File: config.mk
export PLATFORM = sky130hd
export DESIGN_NAME = pwr_clk_gate_ctrl
export DESIGN_NICKNAME = d
export VERILOG_FILES = /design/src/rtl/pgc_pkg.sv /design/src/rtl/pgc_gate_sel.sv /design/src/rtl/pgc_pctl_reg.sv /design/src/rtl/pgc_inst_ctrl.sv /design/src/rtl/pwr_clk_gate_ctrl.sv
export SDC_FILE = /design/constraint.sdc
export NUM_CORES = 1
export LEC_CHECK = 0
export BUFFER_PORTS_ARGS = -buffer_cell sky130_fd_sc_hd__buf_2
export CORE_ASPECT_RATIO = 1.2
export CORE_MARGIN = 2
export CORE_UTILIZATION = 34
export DETAILED_ROUTE_END_ITERATION = 12
export PLACE_DENSITY = 0.79
export SYNTH_ARGS = -nofsm -noshare
export SYNTH_HDL_FRONTEND = slang
export SYNTH_SLANG_ARGS = --single-unit
File: constraint.sdc
create_clock -name clk -period 1.4 [get_ports clk]
set_input_delay 0 -clock clk [delete_from_list [all_inputs] [get_ports clk]]
set_output_delay 0 -clock clk [all_outputs]
set_load 0.01 [all_outputs]
File: src/rtl/pgc_pkg.sv
// Package: shared encodings for the power/clock gating controller.
// Assumes: a 2-bit mode code; the reserved code behaves as run mode.
package pgc_pkg;

    typedef enum logic [1:0] {
        MODE_RUN   = 2'b00,
        MODE_SLEEP = 2'b01,
        MODE_DEEP  = 2'b10,
        MODE_RSVD  = 2'b11
    } pwr_mode_e;

    localparam int unsigned MODE_W = 2;

endpackage

File: src/rtl/pgc_gate_sel.sv
// Module: pgc_gate_sel
// Picks the gating-enable vector that applies in the current power mode.
// Assumes: mode is stable within a cycle; the reserved code maps to run.
module pgc_gate_sel
    import pgc_pkg::*;
#(
    parameter int unsigned NUM_INST = 2
) (
    input  logic [MODE_W-1:0]   mode_i,
    input  logic [NUM_INST-1:0] run_en_i,
    input  logic [NUM_INST-1:0] slp_en_i,
    input  logic [NUM_INST-1:0] dslp_en_i,
    output logic [NUM_INST-1:0] gate_o
);

    // Mode-driven selection of the applicable enable vector.
    always_comb begin
        unique case (pwr_mode_e'(mode_i))
            MODE_SLEEP: gate_o = slp_en_i;
            MODE_DEEP:  gate_o = dslp_en_i;
            default:    gate_o = run_en_i;
        endcase
    end

endmodule

File: src/rtl/pgc_pctl_reg.sv
// Module: pgc_pctl_reg
// Holds the per-instance power-control bits and serves one word of read data.
// Assumes: a single-cycle write strobe; reads are combinational on the address.
module pgc_pctl_reg #(
    parameter int unsigned          NUM_INST   = 2,
    parameter int unsigned          ADDR_W     = 12,
    parameter int unsigned          DATA_W     = 32,
    parameter logic [ADDR_W-1:0]    REG_OFFSET = 12'h938
) (
    input  logic                clk,
    input  logic                rst_n,
    input  logic                wr_en_i,
    input  logic [ADDR_W-1:0]   addr_i,
    input  logic [DATA_W-1:0]   wdata_i,
    output logic [DATA_W-1:0]   rdata_o,
    output logic [NUM_INST-1:0] pctl_q_o,
    output logic [NUM_INST-1:0] pctl_d_o
);

    logic                hit;
    logic [NUM_INST-1:0] pctl_q;

    // Address decode for this register.
    assign hit = (addr_i == REG_OFFSET);

    // Next value: only the implemented low bits take write data.
    always_comb begin
        pctl_d_o = pctl_q;
        if (wr_en_i && hit) pctl_d_o = wdata_i[NUM_INST-1:0];
    end

    // Storage of the power-control bits; all set at reset.
    always_ff @(posedge clk) begin
        if (!rst_n) pctl_q <= '1;
        else        pctl_q <= pctl_d_o;
    end

    // Read mux: implemented bits at the matching address, zero elsewhere.
    always_comb begin
        rdata_o = '0;
        if (hit) rdata_o[NUM_INST-1:0] = pctl_q;
    end

    assign pctl_q_o = pctl_q;

    // a write anywhere else leaves the register untouched.
    assert_pctl_hold_R5: assert property (@(posedge clk) disable iff (!rst_n)
        !(wr_en_i && hit) |=> $stable(pctl_q));

    // a write to this address lands its low bits.
    assert_pctl_write_R5: assert property (@(posedge clk) disable iff (!rst_n)
        (wr_en_i && hit) |=> (pctl_q == $past(wdata_i[NUM_INST-1:0])));

endmodule

File: src/rtl/pgc_inst_ctrl.sv
// Module: pgc_inst_ctrl
// Per-instance power, clock and repower-reset sequencing.
// Assumes: gate_i and pctl_i are the values that apply from the next edge;
// the instance is powered out of reset and held in reset for RST_CYCLES.
module pgc_inst_ctrl #(
    parameter int unsigned RST_CYCLES = 2
) (
    input  logic clk,
    input  logic rst_n,
    input  logic gate_i,
    input  logic pctl_i,
    output logic pwr_en_o,
    output logic clk_en_o,
    output logic prst_o
);

    localparam int unsigned      CNT_W    = $clog2(RST_CYCLES + 1);
    localparam logic [CNT_W-1:0] CNT_LOAD = CNT_W'(RST_CYCLES);

    logic             pwr_q, clk_q;
    logic [CNT_W-1:0] cnt_q, cnt_d;
    logic             powered_d, repower, clk_d;

    // Power decision, repower detection and reset-window countdown.
    always_comb begin
        powered_d = gate_i | pctl_i;
        repower   = powered_d & ~pwr_q;
        if (!powered_d)         cnt_d = '0;
        else if (repower)       cnt_d = CNT_LOAD;
        else if (cnt_q != '0)   cnt_d = cnt_q - CNT_W'(1);
        else                    cnt_d = cnt_q;
        clk_d = gate_i & (cnt_d == '0);
    end

    // Output registers; reset leaves the instance powered and held in reset.
    always_ff @(posedge clk) begin
        if (!rst_n) begin
            pwr_q <= 1'b1;
            clk_q <= 1'b0;
            cnt_q <= CNT_LOAD;
        end else begin
            pwr_q <= powered_d;
            clk_q <= clk_d;
            cnt_q <= cnt_d;
        end
    end

    assign pwr_en_o = pwr_q;
    assign clk_en_o = clk_q;
    assign prst_o   = (cnt_q != '0);

    // a clock is only ever delivered to a powered instance.
    assert_clk_needs_pwr_R2: assert property (@(posedge clk) disable iff (!rst_n)
        clk_en_o |-> pwr_en_o);

    // an unpowered instance is quiet.
    assert_off_quiet_R3: assert property (@(posedge clk) disable iff (!rst_n)
        !pwr_en_o |-> (!clk_en_o && !prst_o));

    // clock stays off during the peripheral reset.
    assert_no_clk_in_rst_R7: assert property (@(posedge clk) disable iff (!rst_n)
        prst_o |-> !clk_en_o);

    // regained power always brings a reset pulse.
    assert_repower_rst_R7: assert property (@(posedge clk) disable iff (!rst_n)
        $rose(pwr_en_o) |-> prst_o);

    // a reset pulse starts only together with regained power.
    assert_rst_only_repower_R8: assert property (@(posedge clk) disable iff (!rst_n)
        $rose(prst_o) |-> $rose(pwr_en_o));

endmodule

File: src/rtl/pwr_clk_gate_ctrl.sv
// Module: pwr_clk_gate_ctrl (top)
// Combines mode selection, the power-control register and one sequencer
// per peripheral instance into power, clock and reset enables.
// Assumes: all inputs synchronous to clk; reset is synchronous, active low.
module pwr_clk_gate_ctrl
    import pgc_pkg::*;
#(
    parameter int unsigned       NUM_INST   = 2,
    parameter int unsigned       ADDR_W     = 12,
    parameter int unsigned       DATA_W     = 32,
    parameter logic [ADDR_W-1:0] REG_OFFSET = 12'h938,
    parameter int unsigned       RST_CYCLES = 2
) (
    input  logic                clk,
    input  logic                rst_n,
    input  logic [1:0]          mode_i,
    input  logic [NUM_INST-1:0] run_gate_en_i,
    input  logic [NUM_INST-1:0] slp_gate_en_i,
    input  logic [NUM_INST-1:0] dslp_gate_en_i,
    input  logic                reg_wr_en_i,
    input  logic [ADDR_W-1:0]   reg_addr_i,
    input  logic [DATA_W-1:0]   reg_wdata_i,
    output logic [DATA_W-1:0]   reg_rdata_o,
    output logic [NUM_INST-1:0] pwr_en_o,
    output logic [NUM_INST-1:0] clk_en_o,
    output logic [NUM_INST-1:0] periph_rst_o
);

    logic [NUM_INST-1:0] gate_sel;
    logic [NUM_INST-1:0] pctl_q, pctl_d;

    pgc_gate_sel #(.NUM_INST(NUM_INST)) u_gate_sel (
        .mode_i    (mode_i),
        .run_en_i  (run_gate_en_i),
        .slp_en_i  (slp_gate_en_i),
        .dslp_en_i (dslp_gate_en_i),
        .gate_o    (gate_sel)
    );

    pgc_pctl_reg #(
        .NUM_INST   (NUM_INST),
        .ADDR_W     (ADDR_W),
        .DATA_W     (DATA_W),
        .REG_OFFSET (REG_OFFSET)
    ) u_pctl_reg (
        .clk      (clk),
        .rst_n    (rst_n),
        .wr_en_i  (reg_wr_en_i),
        .addr_i   (reg_addr_i),
        .wdata_i  (reg_wdata_i),
        .rdata_o  (reg_rdata_o),
        .pctl_q_o (pctl_q),
        .pctl_d_o (pctl_d)
    );

    for (genvar gi = 0; gi < NUM_INST; gi++) begin : g_inst
        pgc_inst_ctrl #(.RST_CYCLES(RST_CYCLES)) u_inst (
            .clk      (clk),
            .rst_n    (rst_n),
            .gate_i   (gate_sel[gi]),
            .pctl_i   (pctl_d[gi]),
            .pwr_en_o (pwr_en_o[gi]),
            .clk_en_o (clk_en_o[gi]),
            .prst_o   (periph_rst_o[gi])
        );

        // gated off with retention requested keeps power on.
        assert_retain_pwr_R4: assert property (@(posedge clk) disable iff (!rst_n)
            (!$past(gate_sel[gi]) && pctl_q[gi]) |-> (pwr_en_o[gi] && !clk_en_o[gi]));

        // gating enabled in the applied mode always yields power.
        assert_gated_on_pwr_R2: assert property (@(posedge clk) disable iff (!rst_n)
            $past(gate_sel[gi]) |-> pwr_en_o[gi]);
    end

endmodule

==> results.cfg <==
[outcome]
status = complete, no violations

[placed_design]
dp_hpwl_mm = 1.34
io_buffers = 32
dp_slack_ps = -7.24
dp_cells = 152
place_congestion = 0.851

[setup_path]
required_ps = 1400
crit_family = simple AND/OR/NAND/NOR gates
critPathArrivalTime_ps = 1200
r2r_setup_slack_ps = 600
critPathSlowestCell = or4b_1
cpMostUsedCell = buf_2
crit_path_cell_trace = buf_2, or4b_1, nor2_1, and3_1, buf_2
critPathKind = in2out
worst-path-buf-inv = 2
end_kind = output pin
max_stage_delay_ps = 640
crit_path_max_fanout = 3
r2r-start = g_inst[0].u_inst.cnt_q[1]
start_kind = input port
crit_start = reg_addr_i[1]

[clock_tree]
cts_tree = yes
cts_root_buffer = clkbuf_4
cts_sinks = 10
post-cts-setup-buffer-count = 0
cts_resized = 0
clock_latency_ps = 260
clockBufferDepth = 2
htreeDepth = 1
cts_hold_buffers = 0
cts.reportedPaths.clkPinSlew_ps = 70
numCtsBuffers = 3

[timing]
setup_viol = 0
skew_ps = 0.476
finalHoldViolations = 0
final-max-slew-violation-count = 0
setup_ws_ps = 201
clock.fmax_mhz = 834
finalSetupTns_ps = 0
rsz0062_at_grt = no
timing.final.crit_share_pct = 85.6
period_needed_ps = 1200

[synth]
syn_area_per_cell_um2 = 8.82
synthCells = 95
synth_cell_types = 24
synth.cell_area_um2 = 838
synth_area_leaders = buf_4 32%, dfxtp_1 24%, o41ai_4 6.6%, nand4b_1 3.1%, a31oi_1 3.0%
synth_largest_area_cell = buf_4
synth_top_area_share_pct = 32.2
ys_seq_area_share_pct = 23.9
yosys_warnings = 0
synth_seq_cells = 10

[final_layout]
final_cells = 156
drive_gt1_share_pct = 34.4
fillers = 254
layout_commonest_cell = buf_2
multiInputGateArea_um2 = 458
final_cell_mix = 32 x buf_2, 30 x conb_1, 10 x dfxtp_1, 6 x nand2_1, 5 x inv_1
area_delta_synth_final_pct = 9.70
nets = 183
n_antenna_cell = 0
seqCellArea_um2 = 200

[routing]
viasPerCell = 4.34
num_vias = 677
post_drt_wl_per_cell_um = 9.94
drt_iter0_drc = 2
finalWirelength_mm = 1.55
drtAntennaViolNets = 0
drtPass1Iterations = 4
route.detailed.drc = 0

[worst_hold_path]
holdCritStartpoint = rst_n
hold_path.class = in2reg

[floorplan]
coreArea_um2 = 2310
die_h_um = 58.4
start_util_pct = 36.4
die_x_um = 49.3
die_area_um2 = 2880
ios = 93
num_rows = 19

[pwr]
irDropWorstVdd_v = 0.000277
leakagePower_nw = 0.527
powerDensity_nw_per_um2 = 789

[global_route]
grt_pass1_vias = 647
grt_first_pass_wirelength_mm = 2.50
grt_overflow = 0
antenna_found_initial = 0
grt_usage_pct = 11.3
grt_max_degree = 8
grtUsageMet2_pct = 24.1
grtUsageMet1_pct = 9.06
busiest_layer = met2
grtUsageMet3_pct = 2.03

[run]
drv_cap = 0
cell usage after synthesis:
master / number
conb_1: 1
nand4_1: 2
and4b_1: 1
nor4b_2: 1
nor3_1: 2
nor4b_1: 1
or2_2: 2
a31oi_1: 4
nand4b_1: 3
or4b_4: 1
ha_1: 2
nor2_1: 1
inv_1: 5
dfxtp_1: 10
and3_1: 4
or4b_1: 1
o41ai_4: 2
buf_4: 36
nand2_1: 6
a221o_1: 2
o21ai_1: 2
nand3_1: 2
and2_1: 2
a41oi_1: 2
area by class of cell:
cell class                 instances  share of cell area, %
clock buffer                       4                   3.95
inverter                           5                   2.04
multi-input combinational         73                   49.8
sequential                        10                   21.8
tap                               31                   4.22
timing repair buffer              33                   18.2
worst paths after layout:
check                               to  cells past startpoint
min          g_inst[0].u_inst.clk_en_o                      3
min reg2reg  g_inst[0].u_inst.clk_en_o                      2
max                     reg_rdata_o[1]                      5
max reg2reg  g_inst[0].u_inst.cnt_q[1]                      3
metrics by stage:
step / util (%) / total power [mW] / area (µm²) / hold WS [ps]
2_1_floorplan: - / 0.483 / 947 / 125
3_3_place_gp: 38.3 / 0.464 / 883 / 292
3_5_place_dp: 38.3 / 0.472 / 883 / 294
4_1_cts: 39.9 / 0.729 / 920 / 9.67
5_1_grt: 39.9 / 0.765 / 920 / 17.5
6_report: 39.9 / 0.725 / 920 / 12.5
metal layers:
metal / routed length, µm / vias up
li1: - / 332
met1: 509 / 304
met2: 876 / 37
met3: 131 / 4
met4: 34 / 0
met5: 0 / -
where the power goes:
part           switching (mW)  internal (mW)
Combinational          0.0986         0.0630
Sequential            0.00752          0.297
Clock                   0.102          0.158
worst min-delay path: cells and delay by family:
kind / cells / cell delay, ps
buffers and inverters: 1 / 140
and+or+nand+nor: 2 / 100
kinds of logic after synthesis:
group | Yosys count | synth area share (%)
flip-flops | 10 | 23.9
buffers and inverters | 41 | 34.5
AND/OR/NAND/NOR | 29 | 23.0
other | 1 | 0.447
adder cells (fa/ha/maj) | 2 | 2.98
AO/OA/AOI/OAI | 12 | 15.2
registers in the layout, indices dropped and copies added, names as in the netlist:
register	flops
g_inst.u_inst.cnt_q	4
g_inst.u_inst.pwr_en_o	2
u_pctl_reg.pctl_q_o	2
g_inst.u_inst.clk_en_o	2
No activity file was read; power rests on OpenSTA's default activity.
